`config.mk`:
```
export PLATFORM = sky130hd
export DESIGN_NAME = dll_lock_ctrl
export DESIGN_NICKNAME = d
export VERILOG_FILES = /design/src/rtl/dll_lock_ctrl.sv
export SDC_FILE = /design/constraint.sdc
export NUM_CORES = 1
export LEC_CHECK = 0
export ABC_CLOCK_PERIOD_IN_PS = 2420
export BUFFER_PORTS_ARGS = -buffer_cell sky130_fd_sc_hd__buf_2
export CORE_MARGIN = 5
export CORE_UTILIZATION = 50
export CTS_BUF_LIST = sky130_fd_sc_hd__clkbuf_16
export DETAILED_ROUTE_END_ITERATION = 16
export GPL_ROUTABILITY_DRIVEN = 0
export PLACE_DENSITY_LB_ADDON = 0.2
export SLEW_MARGIN = 15
export SYNTH_ARGS = -nofsm -noshare
export SYNTH_HDL_FRONTEND = slang
export SYNTH_SLANG_ARGS = --single-unit
export TNS_END_PERCENT = 5
```
`constraint.sdc`:
```
create_clock -name clk -period 2.42 [get_ports clk]
set_input_delay 0.484 -clock clk [delete_from_list [all_inputs] [get_ports clk]]
set_output_delay 0.484 -clock clk [all_outputs]
set_load 0.005 [all_outputs]
```
`src/rtl/dll_lock_ctrl.sv`:
```
module dll_lock_ctrl #(
  parameter int CW = 7,
  parameter int FW = 3,
  localparam int TW = (1 << FW) - 1
) (
  input  logic          clk,
  input  logic          rst,
  input  logic          upd,
  input  logic          q1,
  input  logic          q2,
  input  logic          harmonic_ok,
  output logic [CW-1:0] code,
  output logic [TW-1:0] therm,
  output logic          locked,
  output logic [1:0]    state
);
  localparam int IW = (CW > 2) ? $clog2(CW) : 1;
  localparam logic [CW-1:0] ONE  = {{(CW-1){1'b0}}, 1'b1};
  localparam logic [CW-1:0] TOPC = {CW{1'b1}};

  typedef enum logic [1:0] {S_HARM = 2'd0, S_SRCH = 2'd1, S_LOCK = 2'd2, S_TRK = 2'd3} st_t;

  st_t           st_q;
  logic [CW-1:0] code_q;
  logic [CW-1:0] srch_nxt;
  logic [IW-1:0] bit_q;

  wire pd_up = !q1 && !q2;
  wire pd_dn = q1 && q2;
  wire pd_in = !q1 && q2;
  wire pd_ok = pd_up || pd_dn || pd_in;

  always_comb begin
    srch_nxt = code_q;
    if (pd_dn) srch_nxt[bit_q] = 1'b0;
    if (bit_q != '0) srch_nxt[bit_q - 1'b1] = 1'b1;
  end

  always_ff @(posedge clk) begin
    if (rst) begin
      st_q   <= S_HARM;
      code_q <= '0;
      bit_q  <= '0;
    end else if (upd && pd_ok) begin
      case (st_q)
        S_HARM: if (harmonic_ok) begin
          st_q   <= S_SRCH;
          code_q <= ONE << (CW - 2);
          bit_q  <= IW'(CW - 2);
        end
        S_SRCH: begin
          code_q <= srch_nxt;
          if (bit_q == '0) st_q <= S_LOCK;
          else bit_q <= bit_q - 1'b1;
        end
        S_LOCK: st_q <= S_TRK;
        S_TRK: begin
          if (pd_up && code_q != TOPC) code_q <= code_q + 1'b1;
          else if (pd_dn && code_q != '0) code_q <= code_q - 1'b1;
        end
        default: st_q <= S_HARM;
      endcase
    end
  end

  assign code   = code_q;
  assign state  = st_q;
  assign locked = st_q[1];

  for (genvar i = 0; i < TW; i++) begin : g_therm
    assign therm[i] = code_q[FW-1:0] > FW'(i);
  end
endmodule


```
After elaboration in Yosys (flattened, before gate mapping)
Index checks and enable logic that the tools add are counted.
{"block": "totals", "register_bits": 12, "inputBits": 6}
{"block": "classes", "addsub": 3, "order_cmp": 11, "eq_ne": 8, "mux": 16, "bitwise_logic": 3, "reduce_logical": 22}
{"op": "2-to-1 mux 7 bit", "n": 5}
{"op": "one-hot mux 7 bit (3 select lines)", "n": 1}
{"op": "AND reduction 4 bit", "n": 3}
{"op": "> comparator 3 bit (second input constant)", "n": 3}
{"op": "nonzero test 3 bit", "n": 3}
{"op": "logical AND 1 bit", "n": 8}
{"op": "less-than comparator 3 x 4 -> 1 bit (second input constant)", "n": 2}
{"op": "adder 7 x 1 -> 7 bit (second input constant)", "n": 1}
{"op": "AND 7 bit", "n": 1}
{"op": "!= test 7 bit (second input constant)", "n": 1}
{"op": "inverter 7 bit", "n": 1}
{"op": "bitwise OR 7 bit", "n": 1}
{"op": "nonzero test 7 bit", "n": 1}
{"op": "subtractor 7 x 1 -> 7 bit (second input constant)", "n": 1}
{"op": "demux 1 bit (select 3 bit)", "n": 2}
{"op": "greater-or-equal comparator 3 x 1 -> 1 bit (second input constant)", "n": 2}
{"op": "> comparator 3 x 1 -> 1 bit (second input constant)", "n": 2}
{"op": "> comparator 3 x 2 -> 1 bit (second input constant)", "n": 2}
{"op": "2-to-1 mux 3 bit", "n": 2}
{"op": "!= test 2 bit (second input constant)", "n": 3}
{"op": "one-hot mux 2 bit (3 select lines)", "n": 1}
{"op": "one-hot mux 3 bit (2 select lines)", "n": 1}
{"op": "== test 2 bit (second input constant)", "n": 2}
{"op": "2-to-1 mux 2 bit", "n": 2}
{"op": "other kinds (9)", "n": 12}

Depth between registers and ports, before layout
{"block": "logic_depth", "word_depth": 10, "depth_mapped": 9, "depth_no_buf": 8}

Worst setup path after synthesis
No wires, ideal clock.
{"block": "synth_timing", "path_kind": "register -> register", "from": "register code_q[1] (netlist: code[1])", "to": "register code_q[3] (netlist: code[3])", "arrival_ps": 2262, "required_time_ps": 2332, "path_slack_ps": 70, "stages_incl_launch_ff": 8, "period_less_slack_ps": 2350, "cell_sequence": "dfxtp_1 -> nand3_1 -> o21ai_2 -> ha_1 -> a211oi_1 -> o21ai_0 -> or2_2 -> a311oi_2"}
{"block": "synth_between", "elab_chain_cells": 4, "word_cells_on_any_way": 11, "cone_classes": "2 x add/sub; 2 x eq/ne; 3 x mux; 4 x reduce/logical"}
{"item": "from (decl)", "line": "24", "source": "logic [CW-1:0] code_q;"}
{"item": "from (signal assigned)", "line": "48", "source": "code_q <= ONE << (CW - 2);"}
{"item": "from (signal assigned)", "line": "52", "source": "code_q <= srch_nxt;"}
{"item": "from (signal assigned)", "line": "58", "source": "if (pd_up && code_q != TOPC) code_q <= code_q + 1'b1;"}
{"item": "subtractor 7 x 1 -> 7 bit, or another cell as far along", "line": "59", "source": "else if (pd_dn && code_q != '0) code_q <= code_q - 1'b1;"}
{"item": "2-to-1 mux 7 bit, or another cell as far along", "line": "59"}
{"item": "2-to-1 mux 7 bit or != test 3 bit (tied branches)"}
{"item": "one-hot mux 7 bit (3 select lines) or AND reduction 4 bit (tied branches)"}
Several ways; a longest one is shown, not always the timed one. The select of a mux whose other input is x is not followed.
A chain may end at the register's enable or synchronous reset.

Final worst setup path
{"block": "layout_timing", "from": "input q2", "to": "register code_q[6] (netlist: code[6])"}
{"block": "layout_between", "elab_chain_cells": 6, "word_cells_on_any_way": 16, "cone_classes": "1 x eq/ne; 4 x mux; 1 x bitwise; 10 x reduce/logical"}
{"item": "from (decl)", "line": "10", "source": "input logic q2,"}
{"item": "branches (longest 6 deep; another with 2-to-1 mux 7 bit)"}
Parallel ways; which one is timed is not known.

==> run_results.csv <==
group,metric,value,unit
timing,setup_violations,0,
timing,fmax,452.0,MHz
worst_setup_path,r2r.worst_path.cells,9,
worst_setup_path,crit_type,"in2reg",
routing,dr.pass1.iters,5,
pwr,ir_worst_vdd,0.5713,mV
timing,skew,0.003722,ns
worst_setup_path,path_cells,"buf_2 > nor2_1 > o21ai_2 > fa_1 > a211oi_1 > o21bai_1 > a21oi_1 > mux2i_1 > a21oi_1",
clock_tree,cts.path.max_buffers,2,
synthesis,postSynthCellCount,153,
hold_path,hold_path.class,"reg2reg",
synthesis,syn-cell-area,1296,µm²
clock_tree,post_cts_resized,0,
die,die_width,60.92,µm
pwr,power.density,527.8,nW/µm²
routing,vias,1286,
grt,grt_pass1_vias,1220,
hold_path,whs_path_depth,2,
synthesis,synth_cell_types,55,
synthesis,synth-xor-area-share,0.01351,
synthesis,synth_edf_count,0,
placement,place_hpwl,2618,µm
worst_setup_path,path_max_fanout,5,
routing,antenna_left,0,
synthesis,yosysSeqAreaShare,0.1853,
synthesis,synth_nets,172,
synthesis,synthSimpleGateAreaFrac,0.1834,
die,initial_utilization,0.5232,
outcome,status,"finished clean",
clock_tree,cts_num_sinks,12,
timing,setup_tns,0,ns
pwr,p_leak,0.6767,nW
routing,vias_per_cell,6.009,
worst_setup_path,worst-path-buf-inv,1,
timing,fin_crit,2.212,ns
synthesis,synth_top_family_by_area,"compound AO/OA/AOI/OAI gates",
grt,grt_max_degree,15,
synthesis,synth-seq-cells,12,
worst_setup_path,worst-path-stages,9,
clock_tree,cts_buffers,3,
routing,first_iter_violations,72,
finish,layout.nets,204,
timing,post-route-period-util,0.9141,
placement,post_dp_cell_area,1475,µm²
worst_setup_path,crit_path_end_kind,"flip-flop",
finish,fillers,226,
worst_setup_path,start_kind,"input pin",
synthesis,synthMuxAreaShare,0.01544,
die,pin_count,23,
finish,diodes,0,
clock_tree,cts_tree,"built",
clock_tree,clock_latency,0.24,ns
timing,worst_slew_pin_slew,0.4507,ns
finish,drive_gt1_frac,0.3098,
die,core,2477,µm²
die,rows,18,
synthesis,ys.flop_type,"dfxtp_1",
flow_run,drv_cap,0,
clock_tree,cts-hold-fix-buffers,0,
grt,grt_pass1_wl,5871,µm
die,die_h,60.92,µm
grt,gr-usage-all-layers,0.2115,
finish,regArea,240.2,µm²
synthesis,yosys.area_share.adder,0.1313,
clock_tree,cts_setup_buffers,0,
synthesis,synthArstFlopShare,0,
synthesis,synth_compound_area_frac,0.3600,
timing,slew_viol_final,0,
timing,rsz0062_at_grt,"false",
synthesis,syn_area_per_cell,8.472,µm²
worst_setup_path,slowest_stage,"fa_1",
timing,maxSlewHeadroom,0.6989,
placement,portBuffers,22,
synthesis,yosys_warnings,0,
routing,routedWlPerCell,16.13,µm
clock_tree,clk_pin_slew,0.05,ns
grt,antenna_found_initial,0,
worst_setup_path,critPathRequiredTime,2.55,ns
routing,wl,3452,µm
die,dieArea,3711,µm²
worst_setup_path,cpPeakStageDelay,0.45,ns
finish,area_delta_synth_final,20.27,%
worst_setup_path,crit_top_cell,"a21oi_1",
grt,grt_overflow,0,
worst_setup_path,cp_top_family,"compound AO/OA/AOI/OAI gates",
routing,drc,0,
finish,multi_input_area,917.1,µm²
clock_tree,cts_max_level,1,
timing,hold_slack,0.5656,ns
clock_tree,cts-root-buf,"clkbuf_16",
timing,final_hold_viol_count,0,
worst_setup_path,arrival,2.34,ns
finish,fin_area,1559,µm²
[layout make-up]
| type | instances | share of cell area |
|---|---|---|
| clock buffer | 3 | 0.04815 |
| clock inverter | 1 | 0.002408 |
| inverter | 13 | 0.04013 |
| multi-input combinational | 118 | 0.5883 |
| sequential | 12 | 0.1541 |
| tap | 30 | 0.02408 |
| timing repair buffer | 37 | 0.1429 |
[registers in the layout, indices dropped and copies added (netlist names)]
register and flops:
code 7, bit_q 3, state 2
[metrics by stage]
| step | util | setup WS (ns) | total power (W) | instances |
|---|---|---|---|---|
| floorplan | - | 0.06992 | 0.0004302 | 153 |
| global placement | 0.5955 | 0.08270 | 0.0005011 | 210 |
| detailed placement | 0.5955 | -0.008629 | 0.0005095 | 210 |
| CTS | 0.6273 | 0.1348 | 0.0008248 | 214 |
| global route | 0.6293 | 0.03554 | 0.0008780 | 214 |
| finish | 0.6293 | 0.2078 | 0.0008229 | 214 |
[metal layers]
metal	track usage	up-vias	wire, µm
met5	0	-	0
met4	0.07430	0	40
li1	-	633	-
met1	0.2904	600	1508
met3	0.05319	6	268
met2	0.3206	47	1634
[layout by cell type (no fill, tap or decap), types with 2 or more instances in the layout]
cell type and instances:
a211oi_1 3, o21a_1 4, buf_4 15, nor3_1 5, a211oi_2 2, o31a_1 4, or2_2 2, a21oi_1 6
nand3_1 2, o21ai_1 4, xor2_1 2, ha_1 12, inv_1 11, a31oi_1 2, dfxtp_1 12, nand2_1 6
o21ai_0 10, o221ai_1 3, a311oi_2 3, mux2i_1 2, nor2_1 15, clkbuf_16 3, nand2b_1 2, o31ai_1 2
buf_2 22
[worst register-to-register path, cell delays in order (launching register included)]
cell,delay (ns)
dfxtp_1,0.33
nand3_1,0.19
o21ai_2,0.32
buf_4,0.18
ha_1,0.26
o21ai_0,0.25
o21bai_1,0.09
a21oi_1,0.19
mux2i_1,0.21
a21oi_1,0.08
[Yosys cell counts (2+ instances only)]
library cell,number,area (µm²)
xor2_1,2,17.52
clkbuf_1,2,7.510
a311oi_2,3,45.04
a31oi_1,2,12.51
dfxtp_1,12,240.2
nand2_1,6,22.52
buf_4,4,30.03
or2_2,2,12.51
o21a_1,4,30.03
ha_1,12,150.1
nor2_1,15,56.30
buf_6,3,33.78
inv_1,11,41.29
a21oi_1,6,30.03
o31a_1,4,35.03
o31ai_1,2,15.01
o221ai_1,3,26.28
o21ai_1,4,20.02
nand3_1,2,10.01
nand2b_1,2,12.51
a211oi_1,4,30.03
nor3_1,5,25.02
o21ai_0,10,50.05
mux2i_1,2,20.02
[logic make-up (layout without fill, tap and decap cells)]
group	after synthesis	after routing
multiplexers	2	2
buffers and inverters	23	54
AO/OA/AOI/OAI	57	57
flip-flops	12	12
adder cells (fa/ha/maj)	13	13
XOR/XNOR	2	2
AND/OR/NAND/NOR	44	44
[path summary, 6_finish.rpt]
path,end,slack (ns),startpoint
worst max-delay path,code[6]$_SDFFE_PP0P_,0.21,q2
worst max register to register,code[6]$_SDFFE_PP0P_,0.21,code[0]$_SDFFE_PP0P_
worst min-delay path,bit_q[1]$_SDFFE_PP0P_,0.57,bit_q[1]$_SDFFE_PP0P_
worst min register to register,bit_q[1]$_SDFFE_PP0P_,0.57,bit_q[1]$_SDFFE_PP0P_
[power breakdown]
part / switching [W] / internal [W]
clock: 0.0000927 / 0.000218
sequential: 0.0000145 / 0.000213
combinational: 0.000155 / 0.000129
total: 0.000263 / 0.000560
No activity file was read; power rests on OpenSTA's default activity.
